$ cat src/rtl/tri_add_pkg.sv
package tri_add_pkg;
    localparam int XLEN    = 32;
    localparam int IW      = 128;
    localparam int RIDX_W  = 8;
    localparam int PIDX_W  = 3;
    localparam int NPRED   = 1 << PIDX_W;
    localparam int OPC_W   = 13;
    localparam logic [OPC_W-1:0]  OPC_ADD3  = 13'h210;
    localparam logic [RIDX_W-1:0] REG_ZERO  = '1;
    localparam logic [PIDX_W-1:0] PRED_TRUE = '1;
    localparam logic [PIDX_W-1:0] PRED_FALSE = '0;

    typedef struct packed {
        logic [OPC_W-1:0]  opc;
        logic [PIDX_W-1:0] guard;
        logic              guard_inv;
        logic [RIDX_W-1:0] rd;
        logic [RIDX_W-1:0] ra;
        logic [RIDX_W-1:0] rb;
        logic [RIDX_W-1:0] rc;
        logic              mod_a;
        logic              mod_b;
        logic              mod_c;
        logic              ext;
        logic [PIDX_W-1:0] cin0_idx;
        logic              cin0_inv;
        logic [PIDX_W-1:0] cin1_idx;
        logic              cin1_inv;
        logic [PIDX_W-1:0] co0_idx;
        logic [PIDX_W-1:0] co1_idx;
    } fields_t;

    typedef struct packed {
        logic              wb_en;
        logic [RIDX_W-1:0] wb_idx;
        logic [XLEN-1:0]   wb_data;
        logic [NPRED-1:0]  pwe;
        logic [NPRED-1:0]  pval;
        logic              illegal;
    } wb_state_t;

    function automatic logic pred_read(input logic [NPRED-1:0] pf,
                                       input logic [PIDX_W-1:0] idx);
        if (idx == PRED_TRUE)       return 1'b1;
        else if (idx == PRED_FALSE) return 1'b0;
        else                        return pf[idx];
    endfunction

    function automatic logic pred_writable(input logic [PIDX_W-1:0] idx);
        return (idx != PRED_TRUE) && (idx != PRED_FALSE);
    endfunction
endpackage

$ cat src/rtl/tri_add_decode.sv
module tri_add_decode
    import tri_add_pkg::*;
(
    input  logic [IW-1:0] insn,
    output fields_t       f
);
    logic unused_bits;

    always_comb begin
        f.opc       = {insn[91], insn[11:0]};
        f.guard     = insn[14:12];
        f.guard_inv = insn[15];
        f.rd        = insn[23:16];
        f.ra        = insn[31:24];
        f.rb        = insn[39:32];
        f.rc        = insn[71:64];
        f.mod_a     = insn[72];
        f.mod_b     = insn[63];
        f.mod_c     = insn[75];
        f.ext       = insn[74];
        f.cin0_idx  = insn[89:87];
        f.cin0_inv  = insn[90];
        f.cin1_idx  = insn[79:77];
        f.cin1_inv  = insn[80];
        f.co0_idx   = insn[83:81];
        f.co1_idx   = insn[86:84];
    end

    assign unused_bits = ^{insn[127:92], insn[76], insn[73], insn[62:40]};
endmodule

$ cat src/rtl/tri_add_opmod.sv
module tri_add_opmod #(
    parameter int W      = 32,
    parameter int IDX_W  = 8
) (
    input  logic [IDX_W-1:0] idx,
    input  logic [W-1:0]     raw,
    input  logic             flag,
    input  logic             ext,
    output logic [W-1:0]     val
);
    localparam logic [IDX_W-1:0] ZERO_IDX = '1;
    logic [W-1:0] src;

    always_comb begin
        src = (idx == ZERO_IDX) ? '0 : raw;
        if (!flag)    val = src;
        else if (ext) val = ~src;
        else          val = (~src) + W'(1);
    end
endmodule

$ cat src/rtl/tri_add_core.sv
module tri_add_core #(
    parameter int W = 32
) (
    input  logic [W-1:0] a,
    input  logic [W-1:0] b,
    input  logic [W-1:0] c,
    input  logic         cin0,
    input  logic         cin1,
    output logic [W-1:0] sum,
    output logic         co0,
    output logic         co1
);
    logic [W+1:0] part_d;
    logic [W:0]   full_d;

    always_comb begin
        part_d = {2'b00, a} + {2'b00, b} + {{(W+1){1'b0}}, cin0} + {{(W+1){1'b0}}, cin1};
        full_d = {1'b0, part_d[W-1:0]} + {1'b0, c};
        sum    = full_d[W-1:0];
        co0    = |part_d[W+1:W];
        co1    = full_d[W];
    end
endmodule

$ cat src/rtl/tri_add_exec.sv
module tri_add_exec
    import tri_add_pkg::*;
(
    input  logic                 clk,
    input  logic                 rst_n,
    input  logic                 insn_valid,
    input  logic [IW-1:0]        insn,
    output logic [RIDX_W-1:0]    src_a_idx,
    output logic [RIDX_W-1:0]    src_b_idx,
    output logic [RIDX_W-1:0]    src_c_idx,
    input  logic [XLEN-1:0]      src_a_data,
    input  logic [XLEN-1:0]      src_b_data,
    input  logic [XLEN-1:0]      src_c_data,
    input  logic [NPRED-1:0]     pred_file,
    output logic                 wb_en,
    output logic [RIDX_W-1:0]    wb_idx,
    output logic [XLEN-1:0]      wb_data,
    output logic [NPRED-1:0]     pred_we,
    output logic [NPRED-1:0]     pred_wval,
    output logic                 illegal
);
    localparam int NSRC = 3;

    fields_t         f;
    wb_state_t       st_d, st_q;
    logic            legal_d, guard_ok_d, cin0_d, cin1_d;
    logic            co0_d, co1_d;
    logic [XLEN-1:0] sum_d;

    logic [RIDX_W-1:0] idx_arr   [NSRC];
    logic [XLEN-1:0]   raw_arr   [NSRC];
    logic              flag_arr  [NSRC];
    logic [XLEN-1:0]   opnd_arr  [NSRC];

    tri_add_decode u_dec (.insn(insn), .f(f));

    assign idx_arr[0]  = f.ra;    assign raw_arr[0] = src_a_data; assign flag_arr[0] = f.mod_a;
    assign idx_arr[1]  = f.rb;    assign raw_arr[1] = src_b_data; assign flag_arr[1] = f.mod_b;
    assign idx_arr[2]  = f.rc;    assign raw_arr[2] = src_c_data; assign flag_arr[2] = f.mod_c;

    generate
        for (genvar gi = 0; gi < NSRC; gi++) begin : g_src
            tri_add_opmod #(.W(XLEN), .IDX_W(RIDX_W)) u_mod (
                .idx  (idx_arr[gi]),
                .raw  (raw_arr[gi]),
                .flag (flag_arr[gi]),
                .ext  (f.ext),
                .val  (opnd_arr[gi])
            );
        end
    endgenerate

    assign cin0_d = f.ext & (pred_read(pred_file, f.cin0_idx) ^ f.cin0_inv);
    assign cin1_d = f.ext & (pred_read(pred_file, f.cin1_idx) ^ f.cin1_inv);

    tri_add_core #(.W(XLEN)) u_core (
        .a    (opnd_arr[0]),
        .b    (opnd_arr[1]),
        .c    (opnd_arr[2]),
        .cin0 (cin0_d),
        .cin1 (cin1_d),
        .sum  (sum_d),
        .co0  (co0_d),
        .co1  (co1_d)
    );

    assign legal_d    = (f.opc == OPC_ADD3);
    assign guard_ok_d = pred_read(pred_file, f.guard) ^ f.guard_inv;

    always_comb begin
        st_d = '0;
        if (insn_valid) begin
            if (!legal_d) begin
                st_d.illegal = 1'b1;
            end else if (guard_ok_d) begin
                st_d.wb_en   = (f.rd != REG_ZERO);
                st_d.wb_idx  = f.rd;
                st_d.wb_data = sum_d;
                if (pred_writable(f.co0_idx)) begin
                    st_d.pwe[f.co0_idx]  = 1'b1;
                    st_d.pval[f.co0_idx] = co0_d;
                end
                if (pred_writable(f.co1_idx)) begin
                    st_d.pwe[f.co1_idx]  = 1'b1;
                    st_d.pval[f.co1_idx] = co1_d;
                end
            end
        end
    end

    always_ff @(posedge clk) begin
        if (!rst_n) st_q <= '0;
        else        st_q <= st_d;
    end

    assign src_a_idx = f.ra;
    assign src_b_idx = f.rb;
    assign src_c_idx = f.rc;
    assign wb_en     = st_q.wb_en;
    assign wb_idx    = st_q.wb_idx;
    assign wb_data   = st_q.wb_data;
    assign pred_we   = st_q.pwe;
    assign pred_wval = st_q.pval;
    assign illegal   = st_q.illegal;

    // bad opcode gives a flag and no writes on the next cycle
    a_r1_illegal_flag: assert property (@(posedge clk) disable iff (!rst_n)
        insn_valid && !legal_d |=> illegal && !wb_en && (pred_we == '0));

    // a false guard blocks every write
    a_r2_guard_blocks: assert property (@(posedge clk) disable iff (!rst_n)
        insn_valid && legal_d && !guard_ok_d |=> !wb_en && (pred_we == '0) && !illegal);

    // carry-outs aimed only at constant predicates write nothing
    a_r3_const_pred: assert property (@(posedge clk) disable iff (!rst_n)
        insn_valid && !pred_writable(f.co0_idx) && !pred_writable(f.co1_idx) |=> pred_we == '0);

    // destination 255 never raises a register write
    a_r4_zero_dest: assert property (@(posedge clk) disable iff (!rst_n)
        insn_valid && (f.rd == REG_ZERO) |=> !wb_en);

    // no strobe, no activity on the next cycle
    a_r8_idle: assert property (@(posedge clk) disable iff (!rst_n)
        !insn_valid |=> !wb_en && (pred_we == '0) && !illegal);

    // an executed instruction writes back the sampled destination
    a_r8_exec: assert property (@(posedge clk) disable iff (!rst_n)
        insn_valid && legal_d && guard_ok_d && (f.rd != REG_ZERO)
        |=> wb_en && (wb_idx == $past(f.rd)));
endmodule

$ cat config.mk
export PLATFORM = sky130hd
export DESIGN_NAME = tri_add_exec
export DESIGN_NICKNAME = d
export VERILOG_FILES = /design/src/rtl/tri_add_pkg.sv /design/src/rtl/tri_add_decode.sv /design/src/rtl/tri_add_opmod.sv /design/src/rtl/tri_add_core.sv /design/src/rtl/tri_add_exec.sv
export SDC_FILE = /design/constraint.sdc
export NUM_CORES = 1
export LEC_CHECK = 0
export BUFFER_PORTS_ARGS = -buffer_cell sky130_fd_sc_hd__buf_2
export CORE_MARGIN = 2
export CORE_UTILIZATION = 40
export DETAILED_ROUTE_END_ITERATION = 10
export GPL_TIMING_DRIVEN = 1
export PLACE_DENSITY_LB_ADDON = 0.2
export SYNTH_ARGS = -nofsm -noshare
export SYNTH_HDL_FRONTEND = slang
export SYNTH_SLANG_ARGS = --single-unit
$ cat constraint.sdc
create_clock -name clk -period 15.61 [get_ports clk]
set_input_delay 3.122 -clock clk [delete_from_list [all_inputs] [get_ports clk]]
set_output_delay 3.122 -clock clk [all_outputs]
set_load 0.01 [all_outputs]
## Yosys cells after proc, flatten, opt, wreduce, memory -nomap -nowiden

Cells that the tools add are included.

| operators by class | value |
|---|---|
| bitwise operators | 10 |
| reductions and logical operators | 12 |
| eq/ne operators | 10 |
| $add $sub $neg | 7 |
| multiplexer cells | 32 |
| multipliers | 0 |
| magnitude comparators | 7 |
| divide/modulo/power cells | 0 |
| shift operators | 0 |

Operators by type and width:

| cell | number |
|---|---|
| $mux W32 | 9 |
| $add A32 B1 Y32 const B | 3 |
| $not A32 Y32 | 3 |
| $mux W16 | 5 |
| $add A34 B1 Y34 | 2 |
| $add A32 B32 Y33 | 2 |
| $eq A8 B8 Y1 const B | 3 |
| $lt A3 B4 Y1 const B | 5 |
| $eq A13 B10 Y1 const B | 1 |
| $mux W1 | 12 |
| $bmux W1 S3 | 3 |
| $eq A3 B3 Y1 const B | 3 |
| $logic_not A3 Y1 | 3 |
| $and A8 B8 Y8 | 1 |
| $bwmux W8 | 1 |
| $ne A8 B8 Y1 const B | 1 |
| $or A8 B8 Y8 | 1 |
| $demux W1 S3 | 2 |
| $ge A3 B1 Y1 const B | 2 |
| $ne A3 B3 Y1 const B | 2 |
| $reduce_bool A3 Y1 | 2 |
| $logic_and A1 B1 Y1 | 4 |
| $reduce_and A4 Y1 | 1 |
| $xor A1 B1 Y1 | 3 |
| 3 further kinds | 4 |

| storage, ports and cells | value |
|---|---|
| input bits | 235 |
| word-level logic and storage cells | 84 |
| memory bits (read-only) | 0 |
| bits in latches | 0 |
| output and inout port bits | 82 |
| memories kept | 0 |
| bits in writable memories | 0 |
| register bits after elaboration | 58 |

## Depth between registers and ports, before layout

| depth | value |
|---|---|
| depth in word-level cells | 17 |
| mapped depth | 34 |
| mapped depth without buffers | 31 |

## Hierarchy

From an unflattened synthesis, not the netlist that was laid out.

| second synthesis, totals | value |
|---|---|
| cells, all modules | 1,363 |
| area total of the unflattened synthesis | 10,088.4 µm² |

By module, submodules not included:

| module | sequential area each (µm²) | cells each | area an instance (µm²) | instances |
|---|---|---|---|---|
| tri_add_core | 0.0 | 498 | 3,766.1 | 1 |
| tri_add_opmod | 0.0 | 184 | 1,111.1 | 3 |
| tri_add_exec | 1,161.1 | 246 | 2,486.1 | 1 |
| tri_add_decode | 0.0 | 67 | 503.0 | 1 |

## Worst setup path after synthesis

Ideal clock, no wire load.

| path | value |
|---|---|
| path type | input to register |
| start | in src_b_data[4] |
| end | reg st_q, in the netlist wb_data[30] |
| data required time | 15.482 ns |
| stages on the path | 28 |
| data arrival time | 9.156 ns |
| path slack | 6.327 ns |
| path buffers | 0 |
| setup time | 0.128 ns |
| cell sequence | or3_4 > or2_4 > or4_1 > or3_1 > a21oi_2 > nand2_1 > or3_1 > a21oi_1 > a311oi_1 > ha_1 > nand2_1 > o21ai_0 > mux2i_1 > o211ai_2 > nor4_2 > and3_2 > nand4_1 > nor3_1 > xor2_1 > ha_1 > a21o_1 > a21o_1 > a21o_1 > a21o_1 > a32oi_1 > nor2b_1 > xor2_1 > nor2_1 |

| on the way | value |
|---|---|
| longest elaborated chain between the ends | 9 |

RTL lines:

| what | line | text |
|---|---|---|
| start, declared | tri_add_exec.sv:12 | `input logic [XLEN-1:0] src_b_data,` |
| $mux W32 (*) | tri_add_opmod.sv:15 | `src = (idx == ZERO_IDX) ? '0 : raw;` |
| $not A32 Y32 | tri_add_opmod.sv:17, tri_add_opmod.sv:18 |  |
| $add A32 B1 Y32 | tri_add_opmod.sv:18 | `else val = (~src) + W'(1);` |
| $mux W32 | tri_add_opmod.sv:17 | `else if (ext) val = ~src;` |
| $mux W32 (*) | tri_add_opmod.sv:16 | `if (!flag) val = src;` |
| $add A32 B32 Y33 (*) | tri_add_core.sv:17 | `part_d = {2'b00, a} + {2'b00, b} + {{(W+1){1'b0}}, cin0} + {{(W+1){1'b0}}, cin1};` |
| $add A34 B1 Y34 (*) (2 in a row) | tri_add_core.sv:17 |  |
| $add A32 B32 Y33 (*) | tri_add_core.sv:18 | `full_d = {1'b0, part_d[W-1:0]} + {1'b0, c};` |
| end signal, assigned | tri_add_exec.sv:93 | `else st_q <= st_d;` |
| end, declared | tri_add_exec.sv:25 | `wb_state_t st_d, st_q;` |

Mark *: on every way between the ends. The rest lies on a longest branch, timed or not.
A chain may end at the register's enable or synchronous reset.

## Worst setup path in the final report

| path | value |
|---|---|
| start | in insn[39] |
| end | reg st_q, in the netlist wb_data[31] |

| on the way | value |
|---|---|
| longest elaborated chain between the ends | 10 |

RTL lines:

| what | line | text |
|---|---|---|
| start, declared | tri_add_exec.sv:7 | `input logic [IW-1:0] insn,` |
| $eq A8 B8 Y1 (*) | tri_add_opmod.sv:15 |  |
| $mux W32 (*) | tri_add_opmod.sv:15 |  |
| $not A32 Y32 | tri_add_opmod.sv:17, tri_add_opmod.sv:18 |  |
| $add A32 B1 Y32 | tri_add_opmod.sv:18 |  |
| $mux W32 | tri_add_opmod.sv:17 |  |
| $mux W32 (*) | tri_add_opmod.sv:16 |  |
| $add A32 B32 Y33 (*) | tri_add_core.sv:17 |  |
| $add A34 B1 Y34 (*) (2 in a row) | tri_add_core.sv:17 |  |
| $add A32 B32 Y33 (*) | tri_add_core.sv:18 |  |

Marks and branches as above.

==> impl_metrics.env <==
export IMPL_status="complete, no violations"
export IMPL_post_cts_resize_count=0
export IMPL_required_ns=15.81
export IMPL_initial_core_util_pct=40.40
export IMPL_leakage_nw=4.794
export IMPL_fp_dieArea_um2=24740
export IMPL_finalCritPeriodShare_pct=65.56
export IMPL_clock_sinks=58
export IMPL_rsz0062_at_grt="no"
export IMPL_power_internal_uw=550.6
export IMPL_grt_max_degree=54
export IMPL_detail_route_antenna_nets=0
export IMPL_setup_ws_ns=5.376
export IMPL_p_seq_share_pct=14.9
export IMPL_ys_ff_latch=58
export IMPL_dp_cells=1812
export IMPL_synthTopCellsByArea="dfxtp_1 12%, ha_1 9.1%, a21oi_1 5.5%"
export IMPL_yosysTopAreaCell="dfxtp_1"
export IMPL_firstDrtPassIters=5
export IMPL_setup_violations=0
export IMPL_ys_types=90
export IMPL_hold_viol_final=0
export IMPL_area_delta_synth_final_pct=16.50
export IMPL_gp_congestion=0.9015
export IMPL_diodes=0
export IMPL_dpl_hpwl_um=22820
export IMPL_hold_start="insn[19]"
export IMPL_vias=10400
export IMPL_clkTransAtPathRegs_ns=0.06
export IMPL_synth_top_area_share_pct=12.36
export IMPL_holdPathStages=3
export IMPL_crit_path_end_kind="flop"
export IMPL_max_vdd_ir_drop_v=0.00005951
export IMPL_setup_tns_ns=0
export IMPL_core_um2=23260
export IMPL_h_tree_depth=3
export IMPL_netlist_instances=1321
export IMPL_synth_edff_count=0
export IMPL_critPathKind="input port to flop"
export IMPL_arrival_ns=10.43
export IMPL_yosys_cell_count_top_type="nand2_1"
export IMPL_drc=0
export IMPL_switching_share_pct=45.04
export IMPL_die_h_um=157.3
export IMPL_grt_first_pass_wirelength_um=43950
export IMPL_cts_buffers=9
export IMPL_hold_end="wb_idx[3]"
export IMPL_hold_buffers=0
export IMPL_cp_start_kind="input port"
export IMPL_cts_setup_buffers=0
export IMPL_min_period_ns=10.23
export IMPL_layout_drive_gt1_share_pct=20.61
export IMPL_max_stage_delay_ns=0.69
export IMPL_synth_top_cells_by_count="130 x nand2_1, 119 x nor2_1, 104 x a21oi_1"
export IMPL_final_max_slew_viol_count=0
export IMPL_max_freq_ghz=0.09771
export IMPL_wirelength_um=27700
export IMPL_pre_cts_ws_ns=5.103
export IMPL_relSlewSlack_pct=34.02
export IMPL_wl_per_cell_um=15.15
export IMPL_power_frac_comb_pct=65.3
export IMPL_num_io_pins=317
export IMPL_crit_buf_inv=1
export IMPL_power_switching_uw=451.1
export IMPL_synth_seq_area_share_pct=12.36
export IMPL_clockRootBuffer="clkbuf_16"
export IMPL_syn_area_um2=9398
export IMPL_grt_pass1_vias=9113
export IMPL_synth_warnings=0
export IMPL_grt_total_usage_pct=21.50
export IMPL_post_synth_cell_area_avg_um2=7.114
export IMPL_synth_flop_cell="dfxtp_1"
export IMPL_crit_cells=29
export IMPL_stdcell_count=1828
export IMPL_slowest_stage="a21oi_1"
export IMPL_pwr_share_clk_pct=19.8
export IMPL_rows=56
export IMPL_drt_initial_drc_count=600
export IMPL_p_per_area_nw_per_um2=91.49
export IMPL_numPortBuffers=253
export IMPL_critical_path_top_delay_family="compound AO/OA/AOI/OAI gates"
export IMPL_worstPathMaxFanout=38
export IMPL_antenna_found_initial=0
export IMPL_worstMarginPinSlew_ns=0.9760
export IMPL_power_mw=1.002
export IMPL_cts_buffer_depth=2
export IMPL_vias_per_cell=5.689
export IMPL_min_path_type="input port to flop"
export IMPL_async_reset_ff_share_pct=0
export IMPL_maxCapViolCount=0
export IMPL_overflow=0
export IMPL_die_w_um=157.3
export IMPL_fin_nets=1810
export IMPL_cts_tree="yes"
==> stage by stage <==
step / util, % / hold slack, ns / cell area [um2]
detailed placement: 45.75 / 3.355 / 10640
CTS: 47.06 / 3.003 / 10950
finish: 47.06 / 3.014 / 10950
floorplan: - / 3.234 / 9409
global route: 47.06 / 3.013 / 10950
global placement: 45.75 / 3.355 / 10640
==> cell type report <==
class	count	area (um2)
Sequential cell	58	1161
Fill cell	2424	12310
Timing Repair Buffer	255	1281
Inverter	26	97.59
Clock inverter	6	66.31
Multi-Input combinational cell	1154	7704
Clock buffer	10	239.0
Tap cell	319	399.1
==> per-layer routing <==
layer	track usage, %	vias up	wire length (um)
li1	-	5306	-
met1	30.21	4727	13240
met2	34.93	339	12190
met3	2.093	27	1624
met4	6.017	0	639
met5	0	-	0
==> sequential cells by signal, indices dropped and copies added (netlist names) <==
register / flops
wb_data: 32
pred_we: 8
pred_wval: 8
wb_idx: 8
illegal: 1
wb_en: 1
==> worst max-delay path by stage <==
| stage | slack [ns] | end | startpoint |
|---|---|---|---|
| 6_report | 5.38 | wb_data[31] | insn[39] |
| 2_1_floorplan | 6.33 | wb_data[30] | src_b_data[4] |
| 4_1_cts | 5.44 | wb_data[29] | insn[39] |
| 5_1_grt | 4.72 | pred_wval[3] | insn[31] |
| 3_3_place_gp | 5.16 | wb_data[29] | insn[39] |
| 3_5_place_dp | 5.10 | wb_data[29] | insn[39] |
==> kinds of logic after synthesis <==
group | after synthesis | share of synthesized area [%]
XOR/XNOR | 102 | 9.746
other | 1 | 0.03990
AO/OA/AOI/OAI | 412 | 29.94
AND/OR/NAND/NOR | 549 | 30.44
flip-flops | 58 | 12.36
buffers and inverters | 112 | 5.791
multiplexers | 16 | 1.997
adder cells (fa/ha/maj) | 71 | 9.693
==> placed cells by master (no fill, tap or decap), types with 7 or more instances in the layout <==
cell	count
buf_2	253
nand2_1	130
nor2_1	119
a21oi_1	104
o21ai_0	69
ha_1	68
dfxtp_1	58
xor2_1	51
xnor2_1	48
nor3_1	46
nand3_1	36
nand4_1	30
a21o_1	29
nand2b_1	28
inv_1	26
or3_1	24
nor2b_1	22
nor4_1	21
a211oi_1	19
a31oi_1	18
a311oi_1	16
o21bai_1	15
and2_1	15
o21a_1	15
and4_1	12
mux2i_1	12
and3_1	11
o211ai_1	10
nand3b_1	10
or2_2	9
clkbuf_16	9
o2111a_1	8
o21ai_1	8
o311a_1	8
or4_1	7
a211o_1	7
o31ai_1	7
o2111ai_1	7
or3b_2	7
==> power by group through the flow <==
stage / clock [mW] / sequential, mW / combinational, mW
after floorplan: 0 / 0.153 / 0.502
after global placement: 0 / 0.152 / 0.638
after detailed placement: 0 / 0.152 / 0.645
after CTS: 0.204 / 0.149 / 0.648
after global routing: 0.210 / 0.149 / 0.729
final: 0.199 / 0.149 / 0.654
Note: power is estimated with default switching activity, not from simulation.
